File: config.mk
export PLATFORM = sky130hd
export DESIGN_NAME = isa_io_slave
export DESIGN_NICKNAME = d
export VERILOG_FILES = /design/src/rtl/isa_io_pkg.sv /design/src/rtl/isa_addr_latch.sv /design/src/rtl/isa_ready_ctl.sv /design/src/rtl/isa_byte_regs.sv /design/src/rtl/isa_io_slave.sv
export SDC_FILE = /design/constraint.sdc
export NUM_CORES = 1
export LEC_CHECK = 0
export ABC_CLOCK_PERIOD_IN_PS = 6300
export BUFFER_PORTS_ARGS = -buffer_cell sky130_fd_sc_hd__buf_2
export CORE_ASPECT_RATIO = 1.1
export CORE_MARGIN = 4
export CORE_UTILIZATION = 45
export CTS_CLUSTER_SIZE = 16
export DETAILED_ROUTE_END_ITERATION = 10
export PLACE_DENSITY = 0.65
export SYNTH_ARGS = -nofsm -noshare
export SYNTH_HDL_FRONTEND = slang
export SYNTH_SLANG_ARGS = --single-unit
File: constraint.sdc
create_clock -name clk_i -period 6.3 [get_ports clk_i]
set_input_delay 1.26 -clock clk_i [delete_from_list [all_inputs] [get_ports clk_i]]
set_output_delay 1.26 -clock clk_i [all_outputs]
set_load 0.005 [all_outputs]
File: src/rtl/isa_io_pkg.sv
package isa_io_pkg;

  // lane routing for one access, from latched bit0 and high-byte enable
  typedef struct packed {
    logic wr_even;
    logic wr_odd;
    logic oe_lo;
    logic oe_hi;
    logic odd_on_lo;
  } lane_t;

  function automatic lane_t lane_map(input logic a0, input logic sbhe_n);
    lane_t l;
    l.wr_even   = ~a0;
    l.wr_odd    = a0 | ~sbhe_n;
    l.oe_lo     = ~(a0 & ~sbhe_n);
    l.oe_hi     = ~sbhe_n;
    l.odd_on_lo = a0 & sbhe_n;
    return l;
  endfunction

endpackage

File: src/rtl/isa_addr_latch.sv
module isa_addr_latch #(
  parameter int DEC_W = 10
) (
  input  logic             clk_i,
  input  logic             rst_ni,
  input  logic             ale_i,
  input  logic [DEC_W-1:0] addr_i,
  input  logic             sbhe_ni,
  output logic [DEC_W-1:0] lat_addr_o,
  output logic             lat_sbhe_no,
  output logic             lat_valid_o
);

  always_ff @(posedge clk_i or negedge rst_ni) begin
    if (!rst_ni) begin
      lat_addr_o  <= '0;
      lat_sbhe_no <= 1'b1;
      lat_valid_o <= 1'b0;
    end else if (ale_i) begin
      lat_addr_o  <= addr_i;
      lat_sbhe_no <= sbhe_ni;
      lat_valid_o <= 1'b1;
    end
  end

endmodule

File: src/rtl/isa_ready_ctl.sv
module isa_ready_ctl #(
  parameter int MAX_HOLD = 120
) (
  input  logic clk_i,
  input  logic rst_ni,
  input  logic cmd_hit_i,
  input  logic cmd_idle_i,
  input  logic busy_i,
  output logic rdy_low_o,
  output logic go_o
);

  localparam int CNT_W = $clog2(MAX_HOLD + 1);
  localparam logic [CNT_W-1:0] LIMIT = CNT_W'(MAX_HOLD);

  logic [CNT_W-1:0] cnt_q;
  logic             done_q;

  assign rdy_low_o = cmd_hit_i & busy_i & (cnt_q != LIMIT);
  assign go_o      = cmd_hit_i & ~rdy_low_o & ~done_q;

  always_ff @(posedge clk_i or negedge rst_ni) begin
    if (!rst_ni) begin
      cnt_q  <= '0;
      done_q <= 1'b0;
    end else if (cmd_idle_i) begin
      cnt_q  <= '0;
      done_q <= 1'b0;
    end else begin
      if (rdy_low_o) cnt_q <= cnt_q + 1'b1;
      if (go_o)      done_q <= 1'b1;
    end
  end


  hold_limit_chk: assert property (@(posedge clk_i) disable iff (!rst_ni)
    (cmd_hit_i && busy_i && !rdy_low_o) |-> (cnt_q == LIMIT));


  go_once_chk: assert property (@(posedge clk_i) disable iff (!rst_ni)
    (go_o && !cmd_idle_i) |=> !go_o);


  go_ready_chk: assert property (@(posedge clk_i) disable iff (!rst_ni)
    go_o |-> !rdy_low_o);

endmodule

File: src/rtl/isa_byte_regs.sv
module isa_byte_regs #(
  parameter int WIN_BITS = 3
) (
  input  logic                clk_i,
  input  logic                rst_ni,
  input  logic [WIN_BITS-2:0] word_i,
  input  logic                we_even_i,
  input  logic                we_odd_i,
  input  logic [7:0]          wd_even_i,
  input  logic [7:0]          wd_odd_i,
  output logic [7:0]          rd_even_o,
  output logic [7:0]          rd_odd_o
);

  localparam int NWORD = 2 ** (WIN_BITS - 1);

  logic [7:0] even_q [NWORD];
  logic [7:0] odd_q  [NWORD];

  always_ff @(posedge clk_i or negedge rst_ni) begin
    if (!rst_ni) begin
      for (int i = 0; i < NWORD; i++) begin
        even_q[i] <= '0;
        odd_q[i]  <= '0;
      end
    end else begin
      if (we_even_i) even_q[word_i] <= wd_even_i;
      if (we_odd_i)  odd_q[word_i]  <= wd_odd_i;
    end
  end

  assign rd_even_o = even_q[word_i];
  assign rd_odd_o  = odd_q[word_i];

endmodule

File: src/rtl/isa_io_slave.sv
module isa_io_slave
  import isa_io_pkg::*;
#(
  parameter int ADDR_W    = 16,
  parameter int DEC_W     = 10,
  parameter int BASE_ADDR = 'h300,
  parameter int WIN_BITS  = 3,
  parameter bit PORT16    = 1'b1,
  parameter int MAX_HOLD  = 120
) (
  input  logic              clk_i,
  input  logic              rst_ni,
  input  logic              ale_i,
  input  logic              aen_i,
  input  logic [ADDR_W-1:0] addr_i,
  input  logic              sbhe_ni,
  input  logic              ior_ni,
  input  logic              iow_ni,
  input  logic [15:0]       data_i,
  input  logic              busy_i,
  output logic [15:0]       data_o,
  output logic [1:0]        data_oe_o,
  output logic              io16_en_o,
  output logic              rdy_low_o
);

  localparam logic [DEC_W-1:0] BASE_V = DEC_W'(BASE_ADDR);

  logic [DEC_W-1:0] lat_addr;
  logic             lat_sbhe_n, lat_valid;
  logic             hit, cmd_hit, cmd_idle, go;
  logic [7:0]       rd_even, rd_odd, wd_odd;
  lane_t            lane;

  isa_addr_latch #(.DEC_W(DEC_W)) u_latch (
    .clk_i      (clk_i),
    .rst_ni     (rst_ni),
    .ale_i      (ale_i),
    .addr_i     (addr_i[DEC_W-1:0]),
    .sbhe_ni    (sbhe_ni),
    .lat_addr_o (lat_addr),
    .lat_sbhe_no(lat_sbhe_n),
    .lat_valid_o(lat_valid)
  );

  // only the decoded bits take part; upper address lines alias
  assign hit      = lat_valid & ~aen_i
                  & (lat_addr[DEC_W-1:WIN_BITS] == BASE_V[DEC_W-1:WIN_BITS]);
  assign cmd_idle = ior_ni & iow_ni;
  assign cmd_hit  = hit & ~cmd_idle;
  assign lane     = lane_map(lat_addr[0], lat_sbhe_n);

  isa_ready_ctl #(.MAX_HOLD(MAX_HOLD)) u_ready (
    .clk_i     (clk_i),
    .rst_ni    (rst_ni),
    .cmd_hit_i (cmd_hit),
    .cmd_idle_i(cmd_idle),
    .busy_i    (busy_i),
    .rdy_low_o (rdy_low_o),
    .go_o      (go)
  );

  assign wd_odd = lane.odd_on_lo ? data_i[7:0] : data_i[15:8];

  isa_byte_regs #(.WIN_BITS(WIN_BITS)) u_regs (
    .clk_i    (clk_i),
    .rst_ni   (rst_ni),
    .word_i   (lat_addr[WIN_BITS-1:1]),
    .we_even_i(go & ~iow_ni & lane.wr_even),
    .we_odd_i (go & ~iow_ni & lane.wr_odd),
    .wd_even_i(data_i[7:0]),
    .wd_odd_i (wd_odd),
    .rd_even_o(rd_even),
    .rd_odd_o (rd_odd)
  );

  assign data_o    = {rd_odd, lane.odd_on_lo ? rd_odd : rd_even};
  assign data_oe_o = (hit & ~ior_ni) ? {lane.oe_hi, lane.oe_lo} : 2'b00;
  assign io16_en_o = PORT16 & hit;


  dma_quiet_chk: assert property (@(posedge clk_i) disable iff (!rst_ni)
    aen_i |-> (data_oe_o == 2'b00 && !io16_en_o && !rdy_low_o));


  rd_oe_chk: assert property (@(posedge clk_i) disable iff (!rst_ni)
    (data_oe_o != 2'b00) |-> (!ior_ni && !aen_i && lat_valid));


  size_before_data_chk: assert property (@(posedge clk_i) disable iff (!rst_ni)
    (PORT16 && data_oe_o != 2'b00) |-> io16_en_o);


  stretch_cmd_chk: assert property (@(posedge clk_i) disable iff (!rst_ni)
    rdy_low_o |-> (busy_i && !cmd_idle && !aen_i));

endmodule

==> results of run 1 <==
==> registers in the layout, indices dropped and copies added (netlist names) <==
name	flops
u_latch.lat_addr_o	10
u_latch.lat_sbhe_no	1
u_latch.lat_valid_o	1
u_ready.cnt_q	7
u_ready.done_q	1
u_regs.even_q	32
u_regs.odd_q	32
==> worst max path at each step <==
stage                                     start            to  slack [ns]  depth (start not counted)
final                                     aen_i  data_oe_o[0]        2.82                          5
after global routing                      aen_i  data_oe_o[1]        2.72                          5
after CTS                 u_latch.lat_addr_o[2]     data_o[2]        2.79                          3
after detailed placement                  aen_i  data_oe_o[0]        2.82                          5
after global placement                    aen_i  data_oe_o[0]        2.84                          5
after floorplan                           aen_i  data_oe_o[0]        3.15                          4
==> critical path, cell delays in order <==
cell and delay, ns:
buf_2 0.11, nor2b_1 0.14, nand3_1 0.30, nor3_1 0.27, buf_2 0.14
==> metrics by stage <==
stage | power, W | setup WS, ns
global placement | 0.000662 | 2.84
finish | 0.000987 | 2.82
detailed placement | 0.000664 | 2.82
CTS | 0.00100 | 2.79
global route | 0.00104 | 2.72
floorplan | 0.000623 | 3.15
==> per-layer routing <==
metal / vias up / global-route usage
li1: 1136 / -
met1: 1277 / 0.233
met2: 74 / 0.264
met3: 5 / 0.0462
met4: 0 / 0.0475
met5: - / 0
==> cell families (layout without fill, tap and decap cells) <==
| kind of cell | after synthesis | in the layout |
|---|---|---|
| AOI/OAI and AO/OA | 14 | 14 |
| xor gates and xnor gates | 1 | 1 |
| adders and majority gates | 2 | 2 |
| buffers and inverters | 16 | 76 |
| DFF | 84 | 84 |
| muxes | 107 | 107 |
| and+or+nand+nor | 49 | 49 |
==> Yosys cell counts, drive strengths merged, types with 2 or more instances <==
library cell	count	area share
a21oi	6	0.0075
and2	2	0.0031
buf	8	0.0091
clkbuf	3	0.0028
dfrtp	83	0.52
ha	2	0.0062
inv	5	0.0047
mux2	91	0.26
mux4	16	0.090
nand2	6	0.0056
nand3	7	0.0087
nand4	5	0.0078
nor2	5	0.0047
nor2b	5	0.0078
nor3	5	0.0075
nor4	2	0.0084
nor4b	2	0.0081
o21ai	3	0.0037
o31ai	4	0.0075
or4	4	0.0081
==> final cells by class <==
class,instances,area share
repair buffers,55,0.0622
well taps,111,0.0305
flip-flops and latches,84,0.462
inverters,5,0.00413
clock buffers,10,0.0281
clock inverters,6,0.00908
multi-input cells,173,0.404
==> power by group <==
group	internal [W]	switching (W)	leakage [nW]	total, W
Clock	0.000143	0.000193	0.0783	0.000335
Sequential	0.000550	0.0000135	1.14	0.000564
Combinational	0.0000401	0.0000477	0.986	0.0000878
==> qor.tcl, run 1 <==
set qor(r2r.worst_path.cells) 4
set qor(worstHoldPathType) {flop to flop}
set qor(layout.cells.most_common_list) {mux2_2, dfrtp_1, buf_2, mux4_2, clkbuf_8}
set qor(synth_seq_cells) 84
set qor(flop2flop_setup_slack_ns) 3.57
set qor(first_global_vias) 2562
set qor(syn_nets) 315
set qor(fp.coreArea_um2) 8540
set qor(global_route.overflow_total) 0
set qor(m1WireLength_mm) 3.75
set qor(area_growth_pct) 13.6
set qor(synth_compound_gate_area_share) 0.0212
set qor(floorplan_die_height_um) 107
set qor(synth_mux_area_frac) 0.346
set qor(cts.path.max_buffers) 2
set qor(critPathMaxFanout) 12
set qor(totalWireLength_mm) 8.29
set qor(multi_input_comb_area_um2) 1840
set qor(max_clock_freq_mhz) 287
set qor(seqCellArea_um2) 2100
set qor(cts_buffers) 9
set qor(skew_ns) 0.0116
set qor(clk-insertion-delay-late_ns) 0.35
set qor(insertedDiodeCount) 0
set qor(cts_tree) {done}
set qor(routed_via_density) 5.61
set qor(cts.htree.levels) 3
set qor(placedInstanceArea_um2) 4380
set qor(finalCoreUtilization) 0.533
set qor(cts_hold_buffers) 0
set qor(postCtsSetupRepairBufs) 0
set qor(filler_cells) 744
set qor(final_design_area_no_fill_um2) 4550
set qor(grt_max_degree) 85
set qor(boundaryPins) 60
set qor(top_layer) {met4}
set qor(grt_setup_unrepaired) {no}
set qor(fp_rows) 35
set qor(initialDrtViolationCount) 89
set qor(dp_cells) 428
set qor(most_frequent_standard_cell_in_the_layout_excluding_fill_and_tap_cells) {mux2_2}
set qor(area_of_the_mapped_netlist_um2) 4010
set qor(cts.root.buffer_cell) {clkbuf_8}
set qor(hold-path-cell-count) 1
set qor(routed_wire_length_per_instance_um) 18.7
set qor(fin_crit_ns) 3.48
set qor(post_layout_nonfiller_instances) 444
set qor(p_leak_nw) 2.21
set qor(synthSimpleGateAreaFrac) 0.0828
set qor(first_pass_grt_wire_length_mm) 13.7
set qor(final_layout_setup_total_negative_slack_ns) 0
set qor(run_status) {completed}
set qor(detailed_place_hpwl_mm) 5.69
set qor(p_per_area_nw_per_um2) 217
set qor(timing_worst_slew_pin_value_ns) 1.07
set qor(cp-end-kind) {output port}
set qor(number_of_vias_in_the_routed_layout) 2492
set qor(worst_setup_path_start_kind) {input port}
set qor(drtPass1Iterations) 5
set qor(detail_route.drc_violations) 0
set qor(wl_met2_mm) 3.94
set qor(gate_count_of_the_mapped_netlist) 273
set qor(fp.dieArea_um2) 10500
set qor(finalWeightedCongestion) 0.744
set qor(grt_antenna_before_repair) 0
set qor(synth_xor_xnor_area_share) 0.00219
set qor(cts_sinks) 84
set qor(synth.avg_cell_area_um2) 14.7
set qor(drt.antenna.violating_nets) 0
set qor(synth.yosys.warnings) 0
set qor(combinational_family_with_the_most_area_after_synthesis) {multiplexers}
set qor(timing.hold.worst.start) {u_latch.lat_valid_o}
set qor(arrival_ns) 2.22
set qor(buffer_ports.inserted) 53
set qor(timing.critical_path.required_ns) 5.04
set qor(post_cts_resize_count) 0
set qor(relSlewSlack) 0.284
set qor(worstReg2RegEnd) {u_regs.even_q[11]}
set qor(post_route_cells_drive_above_1_share) 0.559
set qor(layout_worst_path_cycle_share) 0.553
set qor(holdPathEnd) {u_latch.lat_valid_o}
set qor(yosys_cell_types) 34
set qor(setup_viol) 0
set qor(synth_seq_area_share) 0.525
set qor(critical_path.reg2reg.startpoint) {u_latch.lat_addr_o[2]}
set qor(synth_flop_cell) {dfrtp_1}
set qor(grt_usage) 0.169
set qor(timing.final.max_slew_violations) 0
set qor(drv.max_cap_violation_count) 0
set qor(met3_length_um) 535
set qor(finalHoldViolCount) 0
set qor(die_width_um) 98.0
set qor(fin_hold_ws_ns) 0.484
set qor(synth_enable_flop_cells) 0
set qor(count_of_nets_after_finishing) 370
set qor(crit_path_kind) {input port to output port}
set qor(synth_async_sr_flop_share) 1.00
set qor(clkTransAtPathRegs_ns) 0.08
set qor(initial_core_util) 0.469
set qor(synth_adder_area_share) 0.00625
set qor(power.ir.vdd_worst_mv) 0.135
Note: power is estimated with default switching activity, not from simulation.
==> run 2, diff against run 1 <==
--- a/config.mk
+++ b/config.mk
@@ -5,7 +5,7 @@
 export SDC_FILE = /design/constraint.sdc
 export NUM_CORES = 1
 export LEC_CHECK = 0
-export ABC_CLOCK_PERIOD_IN_PS = 6300
+export ABC_CLOCK_PERIOD_IN_PS = 3300
 export BUFFER_PORTS_ARGS = -buffer_cell sky130_fd_sc_hd__buf_2
 export CORE_ASPECT_RATIO = 1.1
 export CORE_MARGIN = 4
==> constraint.sdc (replaced) <==
create_clock -name clk_i -period 3.3 [get_ports clk_i]
set_input_delay 0.66 -clock clk_i [delete_from_list [all_inputs] [get_ports clk_i]]
set_output_delay 0.66 -clock clk_i [all_outputs]
set_load 0.005 [all_outputs]
==> qor.tcl, run 2 (synthesized netlist as in run 1, its figures left out) <==
set qor(comb_power_share) 0.084 ;# -0.005
set qor(fin_hold_ws_ns) 0.489 ;# +0.00448 ns
set qor(cts_tree) {done}
set qor(area_growth_pct) 16.1
set qor(finalHoldViolCount) 0 ;# unchanged
set qor(layout.cells.most_common_list) {mux2_2, dfrtp_1, buf_2, mux4_2, clkbuf_8}
set qor(crit_path_kind) {flop to output port}
set qor(cts_hold_buffers) 0 ;# unchanged
set qor(clkTransAtPathRegs_ns) 0.08 ;# about the same
set qor(power.clock.fraction) 0.419 ;# +0.079
set qor(grt_max_degree) 85 ;# unchanged
set qor(critPathMaxFanout) 25 ;# +13
set qor(fp.coreArea_um2) 8540 ;# unchanged
set qor(crit_buf_inv) 2 ;# unchanged
set qor(die_width_um) 98.0 ;# unchanged
set qor(initial_core_util) 0.469 ;# unchanged
set qor(drv.max_cap_violation_count) 0 ;# unchanged
set qor(timing_worst_slew_pin_value_ns) 1.04 ;# -0.0353 ns
set qor(fin_crit_ns) 2.78
set qor(flop2flop_setup_slack_ns) 0.90 ;# -2.67 ns
set qor(crit_path_start) {u_latch.lat_addr_o[1]}
set qor(first_pass_grt_wire_length_mm) 13.5 ;# -1.0%
set qor(fp_rows) 35 ;# unchanged
set qor(finalWeightedCongestion) 0.755 ;# +1.5%
set qor(timing.hold.worst.start) {u_latch.lat_valid_o}
set qor(post_route_cells_drive_above_1_share) 0.565 ;# +0.00692
set qor(p_per_area_nw_per_um2) 460 ;# +110%
set qor(fp.dieArea_um2) 10500 ;# unchanged
set qor(clk-insertion-delay-late_ns) 0.36 ;# about the same
set qor(power.net_switching_w) 0.000490 ;# +93%
set qor(number_of_vias_in_the_routed_layout) 2520 ;# +1.1%
set qor(routed_wire_length_per_instance_um) 18.5 ;# -1.0%
set qor(timing.critical_path.required_ns) 2.64 ;# -2.40 ns
set qor(layout_worst_path_cycle_share) 0.843
set qor(cts.root.buffer_cell) {clkbuf_8}
set qor(finalCoreUtilization) 0.545 ;# +0.0120
set qor(detailed_place_hpwl_mm) 5.67 ;# -0.43%
set qor(floorplan_die_height_um) 107 ;# unchanged
set qor(worst_setup_path_start_kind) {flop}
set qor(worst_path_max_delay_cell) {mux4_2}
set qor(run_status) {completed}
set qor(p_leak_nw) 2.27 ;# +2.7%
set qor(seqPwrFrac) 0.498 ;# -0.073
set qor(critical_path.reg2reg.startpoint) {u_latch.lat_addr_o[6]}
set qor(first_global_vias) 2572 ;# +0.39%
set qor(p_sw_frac) 0.229 ;# -0.0288
set qor(grt_usage) 0.167 ;# -0.00257
set qor(cts.htree.levels) 3 ;# unchanged
set qor(buffer_ports.inserted) 53 ;# unchanged
set qor(postCtsSetupRepairBufs) 0 ;# unchanged
set qor(setup_viol) 0 ;# unchanged
set qor(cts.path.max_buffers) 2 ;# unchanged
set qor(boundaryPins) 60 ;# unchanged
set qor(detail_route.drc_violations) 0 ;# unchanged
set qor(final_layout_setup_total_negative_slack_ns) 0 ;# unchanged
set qor(totalWireLength_mm) 8.26 ;# -0.34%
set qor(grt_antenna_before_repair) 0 ;# unchanged
set qor(post_cts_resize_count) 0 ;# unchanged
set qor(grt_setup_unrepaired) {no}
set qor(insertedDiodeCount) 0 ;# unchanged
set qor(count_of_nets_after_finishing) 373 ;# +0.81%
set qor(drtPass1Iterations) 4 ;# -1
set qor(routed_via_density) 5.64 ;# +0.44%
set qor(most_frequent_standard_cell_in_the_layout_excluding_fill_and_tap_cells) {mux2_2}
set qor(timing.final.max_slew_violations) 0 ;# unchanged
set qor(cp-end-kind) {output port}
set qor(cts_sinks) 84 ;# unchanged
set qor(arrival_ns) 2.12 ;# -0.10 ns
set qor(cts_buffers) 9 ;# unchanged
set qor(drt.antenna.violating_nets) 0 ;# unchanged
set qor(power.ir.vdd_worst_mv) 0.217 ;# +60%
set qor(power.internal_w) 0.00165 ;# +130%
set qor(worstHoldPathType) {flop to flop}
set qor(timing.critical_path.slowest_cell_delay_ns) 0.61 ;# +0.31 ns
set qor(path_delay_family) {multiplexers}
set qor(skew_ns) 0.00917 ;# -0.00244 ns
set qor(max_clock_freq_mhz) 360
set qor(relSlewSlack) 0.308 ;# +0.0235
set qor(global_route.overflow_total) 0 ;# unchanged
set qor(largest_registers_ranked_by_flip_flop_count) {u_regs.even_q (32), u_regs.odd_q (32), u_latch.lat_addr_o (10)}
set qor(cp_cell_sequence) {buf_4, mux4_2, mux2_2, buf_2}
set qor(initialDrtViolationCount) 109 ;# +22%
[run 2: cell count changes in the layout (fill, tap and decap cells not counted), sizes merged]
cell      delta
buf          +3
bufinv       +3
clkinv       -1
clkinvlp     -2
[run 2: power by group through the flow]
| stage | Combinational, W | Clock [W] | Sequential (W) |
|---|---|---|---|
| after global routing | 0.000197 | 0.000968 | 0.00107 |
| after CTS | 0.000183 | 0.000915 | 0.00107 |
| after detailed placement | 0.000182 | 0 | 0.00109 |
| final | 0.000179 | 0.000897 | 0.00107 |
| after floorplan | 0.000109 | 0 | 0.00108 |
| after global placement | 0.000180 | 0 | 0.00109 |
[run 2: per-layer routing]
metal	vias up	part of all wire	global-route usage
met5	-	0	0
met2	60	0.47	0.268
met4	0	0.018	0.0584
li1	1149	-	-
met1	1297	0.46	0.220
met3	14	0.052	0.0436
[run 2: through the flow]
stage / setup WS (ns) / total power [W] / instance area, um2 / std cells
CTS: 0.479 / 0.00216 / 4650 / 447
global placement: 0.652 / 0.00127 / 4400 / 431
global route: 0.274 / 0.00223 / 4650 / 447
finish: 0.519 / 0.00214 / 4650 / 447
floorplan: 0.999 / 0.00119 / 4010 / 273
detailed placement: 0.617 / 0.00127 / 4400 / 431
[run 2: final timing paths]
path	end	cells past startpoint
setup / recovery	data_o[5]	4
hold / removal	u_latch.lat_valid_o	1
setup reg to reg	u_regs.odd_q[5]	4
hold reg to reg	u_latch.lat_valid_o	1
max in group asynchronous	u_regs.odd_q[12]	1
min in group asynchronous	u_latch.lat_addr_o[5]	1
[run 2: cell type report]
type	count	area (um2)
Fill cell	741	3890
Sequential cell	84	2100
Multi-Input combinational cell	173	1840
Timing Repair Buffer	58	305
Tap cell	111	139
Clock buffer	10	138
Clock inverter	6	111
Inverter	5	18.8
[run 2: worst register-to-register path: cells and delay by family, from the launching register on]
family,cells,cell delay [ns]
flip-flops,1,0.39
multiplexers,1,0.41
AND/OR/NAND/NOR,3,1.50
==> run 3, diff against run 2 <==
--- a/config.mk
+++ b/config.mk
@@ -5,14 +5,14 @@
 export SDC_FILE = /design/constraint.sdc
 export NUM_CORES = 1
 export LEC_CHECK = 0
-export ABC_CLOCK_PERIOD_IN_PS = 3300
+export ABC_CLOCK_PERIOD_IN_PS = 2300
 export BUFFER_PORTS_ARGS = -buffer_cell sky130_fd_sc_hd__buf_2
 export CORE_ASPECT_RATIO = 1.1
 export CORE_MARGIN = 4
 export CORE_UTILIZATION = 45
 export CTS_CLUSTER_SIZE = 16
 export DETAILED_ROUTE_END_ITERATION = 10
-export PLACE_DENSITY = 0.65
+export PLACE_DENSITY = 0.68
 export SYNTH_ARGS = -nofsm -noshare
 export SYNTH_HDL_FRONTEND = slang
 export SYNTH_SLANG_ARGS = --single-unit
==> constraint.sdc (replaced) <==
create_clock -name clk_i -period 2.3 [get_ports clk_i]
set_input_delay 0.46 -clock clk_i [delete_from_list [all_inputs] [get_ports clk_i]]
set_output_delay 0.46 -clock clk_i [all_outputs]
set_load 0.005 [all_outputs]
==> qor.tcl, run 3 (synthesized netlist as in run 1, its figures left out) <==
set qor(run_status) {finished with violations}
set qor(violations_in_the_final_reports) {negative setup slack}
set qor(cts.path.max_buffers) 2 ;# unchanged
set qor(fp.coreArea_um2) 8540 ;# unchanged
set qor(clk-insertion-delay-late_ns) 0.36 ;# about the same
set qor(arrival_ns) 1.90 ;# -0.22 ns
set qor(most_frequent_standard_cell_in_the_layout_excluding_fill_and_tap_cells) {mux2_2}
set qor(layout_worst_path_cycle_share) 1.03
set qor(flop2flop_setup_slack_ns) 0.23 ;# -0.67 ns
set qor(boundaryPins) 60 ;# unchanged
set qor(p_per_area_nw_per_um2) 597 ;# +30%
set qor(power.internal_w) 0.00216 ;# +31%
set qor(number_of_vias_in_the_routed_layout) 2571 ;# +2.0%
set qor(power.clock.fraction) 0.368 ;# -0.051
set qor(skew_ns) 0.0129 ;# +0.00373 ns
set qor(die_width_um) 98.0 ;# unchanged
set qor(detail_route.drc_violations) 0 ;# unchanged
set qor(initial_core_util) 0.469 ;# unchanged
set qor(p_leak_nw) 2.38 ;# +4.9%
set qor(setup_viol) 8 ;# +8
set qor(totalWireLength_mm) 8.55 ;# +3.5%
set qor(first_global_vias) 2735 ;# +6.3%
set qor(relSlewSlack) 0.616 ;# +0.308
set qor(clkTransAtPathRegs_ns) 0.08 ;# about the same
set qor(critical_path.reg2reg.startpoint) {u_latch.lat_addr_o[3]}
set qor(max_clock_freq_mhz) 423
set qor(count_of_nets_after_finishing) 393 ;# +5.4%
set qor(dp_worst_slack_ns) 0.115 ;# -0.501 ns
set qor(detailed_place_hpwl_mm) 5.83 ;# +2.9%
set qor(finalCoreUtilization) 0.569 ;# +0.0245
set qor(cts_buffers) 9 ;# unchanged
set qor(cts_tree) {done}
set qor(insertedDiodeCount) 0 ;# unchanged
set qor(placedInstanceArea_um2) 4540 ;# +3.2%
set qor(seqPwrFrac) 0.530 ;# +0.032
set qor(worstHoldPathType) {input port to asynchronous set/reset pin}
set qor(cts.root.buffer_cell) {clkbuf_8}
set qor(post_route_cells_drive_above_1_share) 0.601 ;# +0.0356
set qor(fp_rows) 35 ;# unchanged
set qor(grt_antenna_before_repair) 0 ;# unchanged
set qor(cp-end-kind) {output port}
set qor(p_sw_frac) 0.255 ;# +0.0263
set qor(worst_setup_path_start_kind) {flop}
set qor(global_route.overflow_total) 0 ;# unchanged
set qor(largest_registers_ranked_by_flip_flop_count) {u_regs.even_q (32), u_regs.odd_q (32), u_latch.lat_addr_o (10)}
set qor(drtPass1Iterations) 5 ;# +1
set qor(r2r.worst_path.cells) 7 ;# +3
set qor(buffer_ports.inserted) 53 ;# unchanged
set qor(initialDrtViolationCount) 83 ;# -24%
set qor(layout.cells.most_common_list) {mux2_2, dfrtp_1, buf_2, buf_4, mux4_2}
set qor(routed_via_density) 5.51 ;# -2.3%
set qor(filler_cells) 713 ;# -3.8%
set qor(power.ir.vdd_worst_mv) 0.321 ;# +48%
set qor(final_critical_path_setup_slack_ns) -0.0642 ;# -0.583 ns
set qor(cts_hold_buffers) 0 ;# unchanged
set qor(floorplan_die_height_um) 107 ;# unchanged
set qor(drt.antenna.violating_nets) 0 ;# unchanged
set qor(power.net_switching_w) 0.000739 ;# +51%
set qor(final_layout_setup_total_negative_slack_ns) -0.445 ;# -0.445 ns
set qor(first_pass_grt_wire_length_mm) 14.4 ;# +6.4%
set qor(critPathMaxFanout) 13 ;# -48%
set qor(finalWeightedCongestion) 0.781 ;# +3.5%
set qor(finalHoldViolCount) 0 ;# unchanged
set qor(worstReg2RegEnd) {u_ready.cnt_q[4]}
set qor(comb_power_share) 0.102 ;# +0.018
set qor(timing.final.max_slew_violations) 0 ;# unchanged
set qor(crit_path_kind) {flop to output port}
set qor(routed_wire_length_per_instance_um) 18.3 ;# -0.92%
set qor(timing_worst_slew_pin_value_ns) 0.576 ;# -0.462 ns
set qor(cts_sinks) 84 ;# unchanged
set qor(grt_max_degree) 44 ;# -48%
set qor(drv.max_cap_violation_count) 0 ;# unchanged
set qor(grt_setup_unrepaired) {yes}
set qor(grt_usage) 0.176 ;# +0.00960
set qor(fin_crit_ns) 2.36
set qor(multi_input_comb_area_um2) 1860 ;# +1.6%
set qor(timing.critical_path.required_ns) 1.84 ;# -0.80 ns
set qor(final_design_area_no_fill_um2) 4860 ;# +4.5%
set qor(area_growth_pct) 21.3
set qor(cts.htree.levels) 3 ;# unchanged
set qor(seqCellArea_um2) 2100 ;# about the same
set qor(fp.dieArea_um2) 10500 ;# unchanged
## run 3: area by class of cell
class | instances | share of cell area
Inverter | 5 | 0.00386
Clock buffer | 9 | 0.0255
Clock inverter | 7 | 0.0152
Multi-Input combinational cell | 173 | 0.384
Timing Repair Buffer | 78 | 0.110
Sequential cell | 84 | 0.433
Tap cell | 111 | 0.0286
## run 3: critical path, cell delays in order (launching register included)
cell and delay [ns]:
dfrtp_2 0.40, buf_12 0.18, mux4_2 0.55, mux2_2 0.29
buf_2 0.13
## run 3: routing by layer
layer	share of wire	GRT usage	routed length (um)
met1	0.45	0.238	3860
met2	0.48	0.281	4100
met3	0.057	0.0507	491
met4	0.012	0.0475	106
met5	0	0	0
## run 3: how the worst max path moves through the flow
stage                                      from              end  depth (start not counted)
after detailed placement                 iow_ni  u_regs.odd_q[3]                          6
final                     u_latch.lat_addr_o[1]        data_o[0]                          4
after CTS                 u_latch.lat_addr_o[1]        data_o[2]                          4
after global placement                   iow_ni  u_regs.odd_q[7]                          6
after floorplan           u_latch.lat_addr_o[1]        data_o[4]                          4
after global routing      u_latch.lat_addr_o[1]        data_o[5]                          4
## run 3: metrics by stage
stage | instances | power, W | hold WS [ns]
finish | 467 | 0.00290 | 0.103
global placement | 443 | 0.00183 | 0.463
global route | 467 | 0.00303 | 0.127
floorplan | 273 | 0.00171 | 0.164
CTS | 465 | 0.00293 | 0.109
detailed placement | 443 | 0.00184 | 0.460
## run 3: power groups by stage
stage / clock, W / sequential (W) / combinational (W)
6_report: 0.00107 / 0.00154 / 0.000297
3_3_place_gp: 0 / 0.00156 / 0.000272
3_5_place_dp: 0 / 0.00156 / 0.000277
2_1_floorplan: 0 / 0.00155 / 0.000156
4_1_cts: 0.00109 / 0.00154 / 0.000299
5_1_grt: 0.00116 / 0.00154 / 0.000327
## run 3: timing repair
item,4_1_cts,5_1_grt
endpoints found under the hold margin,0,0
endpoints found under the setup margin,8,11
setup buffers,5,2
pin swaps,0,1
resized for setup,4,6
gates cloned,1,0
